### src/rtl/gcg_pkg.sv
package gcg_pkg;
  localparam int BUS_W = 32;
  localparam logic [BUS_W-1:0] UNLOCK_KEY = 32'h4C4F434B;

  typedef enum logic [2:0] {
    ADDR_LOCK   = 3'd0,
    ADDR_COMMIT = 3'd1,
    ADDR_ALTFN  = 3'd2,
    ADDR_PULLUP = 3'd3,
    ADDR_PULLDN = 3'd4,
    ADDR_DIGEN  = 3'd5
  } reg_sel_e;

  // Bits under a set mask take the new value, the rest keep the old one.
  function automatic logic [BUS_W-1:0] commit_merge(
    input logic [BUS_W-1:0] old_v,
    input logic [BUS_W-1:0] new_v,
    input logic [BUS_W-1:0] mask
  );
    return (old_v & ~mask) | (new_v & mask);
  endfunction
endpackage

### src/rtl/gcg_lock.sv
module gcg_lock
  import gcg_pkg::*;
(
  input  logic             clk,
  input  logic             rst_n,
  input  logic             wr,
  input  logic [BUS_W-1:0] wdata,
  output logic             locked
);
  always_ff @(posedge clk or negedge rst_n) begin
    if (!rst_n)  locked <= 1'b1;
    else if (wr) locked <= (wdata != UNLOCK_KEY);
  end
endmodule

### src/rtl/gcg_commit.sv
module gcg_commit #(
  parameter int              PINS         = 8,
  parameter logic [PINS-1:0] PROTECT_MASK = '0
) (
  input  logic            clk,
  input  logic            rst_n,
  input  logic            wr,
  input  logic            locked,
  input  logic [PINS-1:0] wdata,
  output logic [PINS-1:0] mask
);
  logic upd;
  assign upd = wr && !locked;

  for (genvar i = 0; i < PINS; i++) begin : g_bit
    if (PROTECT_MASK[i]) begin : g_prot
      always_ff @(posedge clk or negedge rst_n) begin
        if (!rst_n)   mask[i] <= 1'b0;
        else if (upd) mask[i] <= wdata[i];
      end
    end else begin : g_fixed
      assign mask[i] = 1'b1;
    end
  end
endmodule

### src/rtl/gcg_cfg_reg.sv
module gcg_cfg_reg
  import gcg_pkg::*;
#(
  parameter int           W   = 8,
  parameter logic [W-1:0] RST = '0
) (
  input  logic         clk,
  input  logic         rst_n,
  input  logic         wr,
  input  logic [W-1:0] wdata,
  input  logic [W-1:0] mask,
  output logic [W-1:0] q
);
  logic [BUS_W-1:0] merged;
  assign merged = commit_merge(BUS_W'(q), BUS_W'(wdata), BUS_W'(mask));

  always_ff @(posedge clk or negedge rst_n) begin
    if (!rst_n)  q <= RST;
    else if (wr) q <= merged[W-1:0];
  end
endmodule

### src/rtl/gpio_cfg_guard.sv
module gpio_cfg_guard
  import gcg_pkg::*;
#(
  parameter int              PINS         = 8,
  parameter logic [PINS-1:0] PROTECT_MASK = 8'h0C,
  parameter logic [PINS-1:0] ALTFN_RST    = 8'h0C,
  parameter logic [PINS-1:0] PULLUP_RST   = 8'h04,
  parameter logic [PINS-1:0] PULLDN_RST   = 8'h00,
  parameter logic [PINS-1:0] DIGEN_RST    = 8'h0C
) (
  input  logic             clk,
  input  logic             rst_n,
  input  logic             bus_we,
  input  logic [2:0]       bus_addr,
  input  logic [BUS_W-1:0] bus_wdata,
  output logic [BUS_W-1:0] bus_rdata
);
  localparam int NCFG = 4;
  localparam logic [NCFG-1:0][PINS-1:0] CFG_RST =
    {DIGEN_RST, PULLDN_RST, PULLUP_RST, ALTFN_RST};

  reg_sel_e sel;
  logic lock_wr, commit_wr, locked;
  logic [NCFG-1:0] cfg_wr;
  logic [PINS-1:0] commit_mask;
  logic [NCFG-1:0][PINS-1:0] cfg_q;

  assign sel       = reg_sel_e'(bus_addr);
  assign lock_wr   = bus_we && (sel == ADDR_LOCK);
  assign commit_wr = bus_we && (sel == ADDR_COMMIT);
  assign cfg_wr[0] = bus_we && (sel == ADDR_ALTFN);
  assign cfg_wr[1] = bus_we && (sel == ADDR_PULLUP);
  assign cfg_wr[2] = bus_we && (sel == ADDR_PULLDN);
  assign cfg_wr[3] = bus_we && (sel == ADDR_DIGEN);

  gcg_lock u_lock (
    .clk(clk), .rst_n(rst_n), .wr(lock_wr), .wdata(bus_wdata), .locked(locked)
  );

  gcg_commit #(.PINS(PINS), .PROTECT_MASK(PROTECT_MASK)) u_commit (
    .clk(clk), .rst_n(rst_n), .wr(commit_wr), .locked(locked),
    .wdata(bus_wdata[PINS-1:0]), .mask(commit_mask)
  );

  for (genvar i = 0; i < NCFG; i++) begin : g_cfg
    gcg_cfg_reg #(.W(PINS), .RST(CFG_RST[i])) u_reg (
      .clk(clk), .rst_n(rst_n), .wr(cfg_wr[i]),
      .wdata(bus_wdata[PINS-1:0]), .mask(commit_mask), .q(cfg_q[i])
    );
  end

  always_comb begin
    case (sel)
      ADDR_LOCK:   bus_rdata = BUS_W'(locked);
      ADDR_COMMIT: bus_rdata = BUS_W'(commit_mask);
      ADDR_ALTFN:  bus_rdata = BUS_W'(cfg_q[0]);
      ADDR_PULLUP: bus_rdata = BUS_W'(cfg_q[1]);
      ADDR_PULLDN: bus_rdata = BUS_W'(cfg_q[2]);
      ADDR_DIGEN:  bus_rdata = BUS_W'(cfg_q[3]);
      default:     bus_rdata = '0;
    endcase
  end
endmodule

### config.mk
export PLATFORM = sky130hd
export DESIGN_NAME = gpio_cfg_guard
export DESIGN_NICKNAME = d
export VERILOG_FILES = /design/src/rtl/gcg_pkg.sv /design/src/rtl/gcg_lock.sv /design/src/rtl/gcg_commit.sv /design/src/rtl/gcg_cfg_reg.sv /design/src/rtl/gpio_cfg_guard.sv
export SDC_FILE = /design/constraint.sdc
export NUM_CORES = 1
export LEC_CHECK = 0
export BUFFER_PORTS_ARGS = -buffer_cell sky130_fd_sc_hd__buf_2
export CAP_MARGIN = 25
export CORE_MARGIN = 2
export CORE_UTILIZATION = 47
export DETAILED_ROUTE_END_ITERATION = 7
export PLACE_DENSITY_LB_ADDON = 0.25
export SYNTH_ARGS = -nofsm -noshare
export SYNTH_HDL_FRONTEND = slang
export SYNTH_HIERARCHICAL = 1
export SYNTH_SLANG_ARGS = --single-unit
export TNS_END_PERCENT = 100
### constraint.sdc
create_clock -name clk -period 1 [get_ports clk]
set_input_delay 0.05 -clock clk [delete_from_list [all_inputs] [get_ports clk]]
set_output_delay 0.05 -clock clk [all_outputs]
set_load 0.02 [all_outputs]
## Word level (Yosys, flattened, before mapping)

Cells that the tools add are included.

| cells by class | value |
|---|---|
| eq/ne operators | 6 |
| mux-type cells | 1 |
| bitwise logic cells | 10 |
| reductions and logical operators | 9 |

Operator list:

| cell | number |
|---|---|
| $pmux W8 S6 | 1 |
| $and A8 B8 Y8 | 5 |
| $ne A32 B31 Y1 const B | 1 |
| $or A8 B8 Y8 | 4 |
| $not A8 Y8 | 1 |
| $logic_and A1 B1 Y1 | 7 |
| $eq A3 B2 Y1 const B | 2 |
| $eq A3 B3 Y1 const B | 2 |
| $eq A3 B1 Y1 const B | 1 |
| $logic_not A3 Y1 | 1 |
| $logic_not A1 Y1 | 1 |

| word-level totals | value |
|---|---|
| bits in registers | 35 |
| input bits | 38 |
| output and inout port bits | 32 |
| word-level logic and storage cells | 33 |

## Logic depth before layout (Yosys ltp)

| depth | value |
|---|---|
| word-level depth | 3 |
| mapped depth | 7 |
| depth with buffers taken out | 5 |

## Cells and area by module

The synthesis kept the hierarchy.

By module, submodules not included:

| module | times used | cells each | area an instance (µm²) | seq. area each (µm²) |
|---|---|---|---|---|
| gcg_cfg_reg (g_cfg[0].u_reg ...) | 2 | 25 | 364.1 | 202.7 |
| gpio_cfg_guard | 1 | 79 | 584.3 | 0.0 |
| gcg_cfg_reg (g_cfg[1].u_reg) | 1 | 25 | 362.8 | 201.4 |
| gcg_cfg_reg (g_cfg[2].u_reg) | 1 | 25 | 361.6 | 200.2 |
| gcg_commit | 1 | 12 | 142.6 | 50.0 |
| gcg_lock | 1 | 14 | 130.1 | 26.3 |

## Worst setup path after synthesis

OpenSTA, ideal clock, no wires.

| timing path | value |
|---|---|
| kind | input to register |
| start | in bus_addr[2] |
| end | reg with a tool-made name |
| setup time | 0.125 ns |
| arrival | 1.027 ns |
| required time | 0.875 ns |
| slack | -0.153 ns |
| stages | 6 |
| buffers on the path | 2 |
| cell sequence | buf_2 > nand2b_2 > nor2_1 > buf_6 > nand2_1 > mux2_4 |

RTL lines:

| item | line | text |
|---|---|---|
| start, declared | gpio_cfg_guard.sv:14 | `input logic [2:0] bus_addr,` |

## Worst setup path after layout

| timing path | value |
|---|---|
| start | reg u_lock.locked |
| end | out bus_rdata[0] |

| between the ends | value |
|---|---|
| word-level cells in the longest chain between the ends | 1 |

RTL lines:

| item | line | text |
|---|---|---|
| start, declared | gcg_lock.sv:8 | `output logic locked` |
| start signal, assigned | gcg_lock.sv:12 | `else if (wr) locked <= (wdata != UNLOCK_KEY);` |
| $pmux W8 S6 | gpio_cfg_guard.sv:53 | `case (sel)` |
| end, declared | gpio_cfg_guard.sv:16 | `output logic [BUS_W-1:0] bus_rdata` |

Every way passes these cells.

==> results.sh <==
export IMPL_status="complete, but fails checks"
export IMPL_violations="negative setup slack"
export IMPL_crit_slowest_cell="dfstp_2"
export IMPL_firstDrtPassIters=6
export IMPL_ys_flop_type="dfrtp_1"
export IMPL_cp_end_kind="output pin"
export IMPL_synth_area_sq_um=2310
export IMPL_grt_pass1_vias=1747
export IMPL_fin_worst_skew_ps=2.29
export IMPL_dieArea_sq_um=5490
export IMPL_routed_via_density=4.93
export IMPL_die_width_microns=74.1
export IMPL_power_leakage_nw=1.51
export IMPL_cts_max_level=2
export IMPL_area_delta_synth_final_pct=33.2
export IMPL_final_antenna_net_count=0
export IMPL_ioPinCount=70
export IMPL_cp_startpoint="u_lock/locked$_DFFE_PN1P_"
export IMPL_min_period_over_period=1.46
export IMPL_wirelength_mm=5.23
export IMPL_syn_area_per_cell_sq_um=11.3
export IMPL_dieHeight_microns=74.1
export IMPL_r2r_end="u_commit/mask[2]$_DFFE_PN0P_"
export IMPL_switching_share=0.268
export IMPL_clock_sinks=35
export IMPL_cts_made_buffers=5
export IMPL_synthArstFlopShare=1.00
export IMPL_vias=1756
export IMPL_power_switching_mw=1.37
export IMPL_path_max_fanout=2
export IMPL_start_kind="flip-flop"
export IMPL_grt_pass1_wl_mm=8.18
export IMPL_reg2reg_depth=5
export IMPL_r2r_slack_ps=-240
export IMPL_coreArea_sq_um=4720
export IMPL_clkPwrFrac=0.297
export IMPL_worst_setup_path_type="reg -> out"
export IMPL_yosysUniqueCellTypes=29
export IMPL_path_cells="mux2i_1, o21a_1, o221ai_4, buf_6"
export IMPL_antenna_found_initial=0
export IMPL_ys_seq_elements=35
export IMPL_cp_data_required_time_ps=950
export IMPL_r2r_start="u_lock/locked$_DFFE_PN1P_"
export IMPL_cp_slowest_stage_delay_ps=530
export IMPL_start_util=0.489
export IMPL_crit_arrival_ps=1410
export IMPL_finalSetupViolations=12
export IMPL_grt_max_degree=20
export IMPL_clock_latency_ps=290
export IMPL_gr_usage_all_layers=0.197
export IMPL_synth_seq_area_share=0.382
export IMPL_place_ws_ps=-226
export IMPL_powerDensity_nw_per_um2=1670
export IMPL_gp_congestion=0.785
export IMPL_diodes=0
export IMPL_hold_class="in -> reg"
export IMPL_cts_tree="built"
export IMPL_wl_per_cell_microns=14.7
export IMPL_power_frac_seq=0.405
export IMPL_cts_root_buffer="clkbuf_8"
export IMPL_nets=326
export IMPL_peakVddDrop_mv=1.06
export IMPL_drcViolationCount=0
export IMPL_rsz0062_at_grt="yes"
export IMPL_clock_fmax_mhz=687
export IMPL_intPower_mw=3.75
export IMPL_place_detailed_hpwl_mm=4.04
export IMPL_num_rows=25
export IMPL_grt_overflow=0
export IMPL_drt_iter0_drc=88
export IMPL_power_mw=5.13
export IMPL_combinationalPowerShare=0.298
export IMPL_post_route_min_period_ps=1460
export IMPL_whs_path_depth=3
export IMPL_synth_edf_count=0
export IMPL_synth_cells=205
export IMPL_cap_violations=0
export IMPL_maxSlewViolCount=0
export IMPL_yosys_warnings=6
export IMPL_finalWorstSetupSlack_ps=-455
export IMPL_min_to="u_lock/locked$_DFFE_PN1P_"
export IMPL_hold_viol_final=0
export IMPL_holdCritStartpoint="bus_wdata[21]"
export IMPL_drive_gt1_frac=0.592
export IMPL_numPortBuffers=45
export IMPL_cts_path_max_buffers=2
export IMPL_path_clk_slew_ps=70
-- cells in the mapped netlist (5+ instances only) --
cell type | instances | area share
nand3_1 | 8 | 0.017
nor2_1 | 5 | 0.0081
o221ai_1 | 7 | 0.027
dfstp_2 | 6 | 0.068
buf_4 | 31 | 0.10
a22oi_1 | 7 | 0.023
mux2_4 | 34 | 0.22
mux2i_1 | 9 | 0.039
buf_6 | 6 | 0.029
nand2_1 | 34 | 0.055
dfrtp_1 | 29 | 0.31
-- routing by layer --
metal  share of wire  vias to the layer above  wire length, microns  GRT usage
li1                -                      833                     -          -
met1            0.42                      864                  2220      0.255
met2            0.51                       47                  2690      0.325
met3           0.045                       12                   237     0.0474
met4           0.017                        0                    91     0.0667
met5               0                        -                     0          0
-- kinds of logic after synthesis --
family                 synth area share
buffers and inverters             0.132
AND/OR/NAND/NOR                   0.160
AO/OA/AOI/OAI                    0.0618
other                           0.00325
flip-flops                        0.382
multiplexers                      0.260
-- through the flow --
step | utilization | hold slack [ps] | setup TNS, ps | cells | cell area [sq um]
2_1_floorplan | - | -246 | -1660 | 233 | 2540
3_3_place_gp | 0.593 | -55.9 | -6870 | 339 | 2800
3_5_place_dp | 0.593 | -55.9 | -7170 | 339 | 2800
4_1_cts | 0.643 | 29.5 | -2450 | 355 | 3040
5_1_grt | 0.651 | 61.4 | -3230 | 356 | 3080
6_report | 0.651 | 28.4 | -2580 | 356 | 3080
-- worst max path at each step --
| stage | endpoint | slack, ps | depth (start not counted) |
|---|---|---|---|
| floorplan | bus_rdata[0] | -80 | 3 |
| global placement | flip-flop | -230 | 6 |
| detailed placement | flip-flop | -230 | 6 |
| CTS | bus_rdata[0] | -470 | 4 |
| global route | bus_rdata[0] | -510 | 4 |
| finish | bus_rdata[0] | -460 | 4 |
-- cell type report --
cell class,instances,area (sq um)
Clock buffer,6,72.6
Clock inverter,2,60.1
Fill cell,384,1650
Multi-Input combinational cell,160,1370
Sequential cell,35,886
Tap cell,67,83.8
Timing Repair Buffer,86,606
-- what timing repair did --
item                       4_1_cts  5_1_grt
cloned                           0        0
pin swaps                        7        3
buffers inserted                 7        2
hold endpoints to repair        31        0
resized for setup               14        9
setup endpoints to repair       11       16
hold buffers                     1        0
-- worst max-delay path, delay by kind of cell (launching register included) --
family          cells  cell delay [ps]
flops               1              530
compound gates      2              390
buf+inv             1              150
mux                 1               60
-- power by group through the flow --
stage | sequential [mW] | combinational, mW | clock, mW
2_1_floorplan | 2.02 | 1.08 | 0
3_3_place_gp | 2.09 | 1.31 | 0
3_5_place_dp | 2.10 | 1.34 | 0
4_1_cts | 2.08 | 1.51 | 1.54
5_1_grt | 2.12 | 1.64 | 1.60
6_report | 2.08 | 1.53 | 1.52
-- layout by cell type (no fill, tap or decap), drive strengths merged --
cell type / instances
buf: 85
mux2: 34
nand2: 34
conb: 30
dfrtp: 29
mux2i: 9
nand3: 8
o221ai: 8
a22oi: 7
dfstp: 6
clkbuf: 6
nor2: 5
nor2b: 4
nand2b: 3
and2b: 3
or4b: 3
nor3: 2
bufinv: 2
or4bb: 2
nor4: 2
nand3b: 1
o21a: 1
dlygate4sd3: 1
nor3b: 1
nand4: 1
nand4bb: 1
a31oi: 1
No activity file was read; power rests on OpenSTA's default activity.
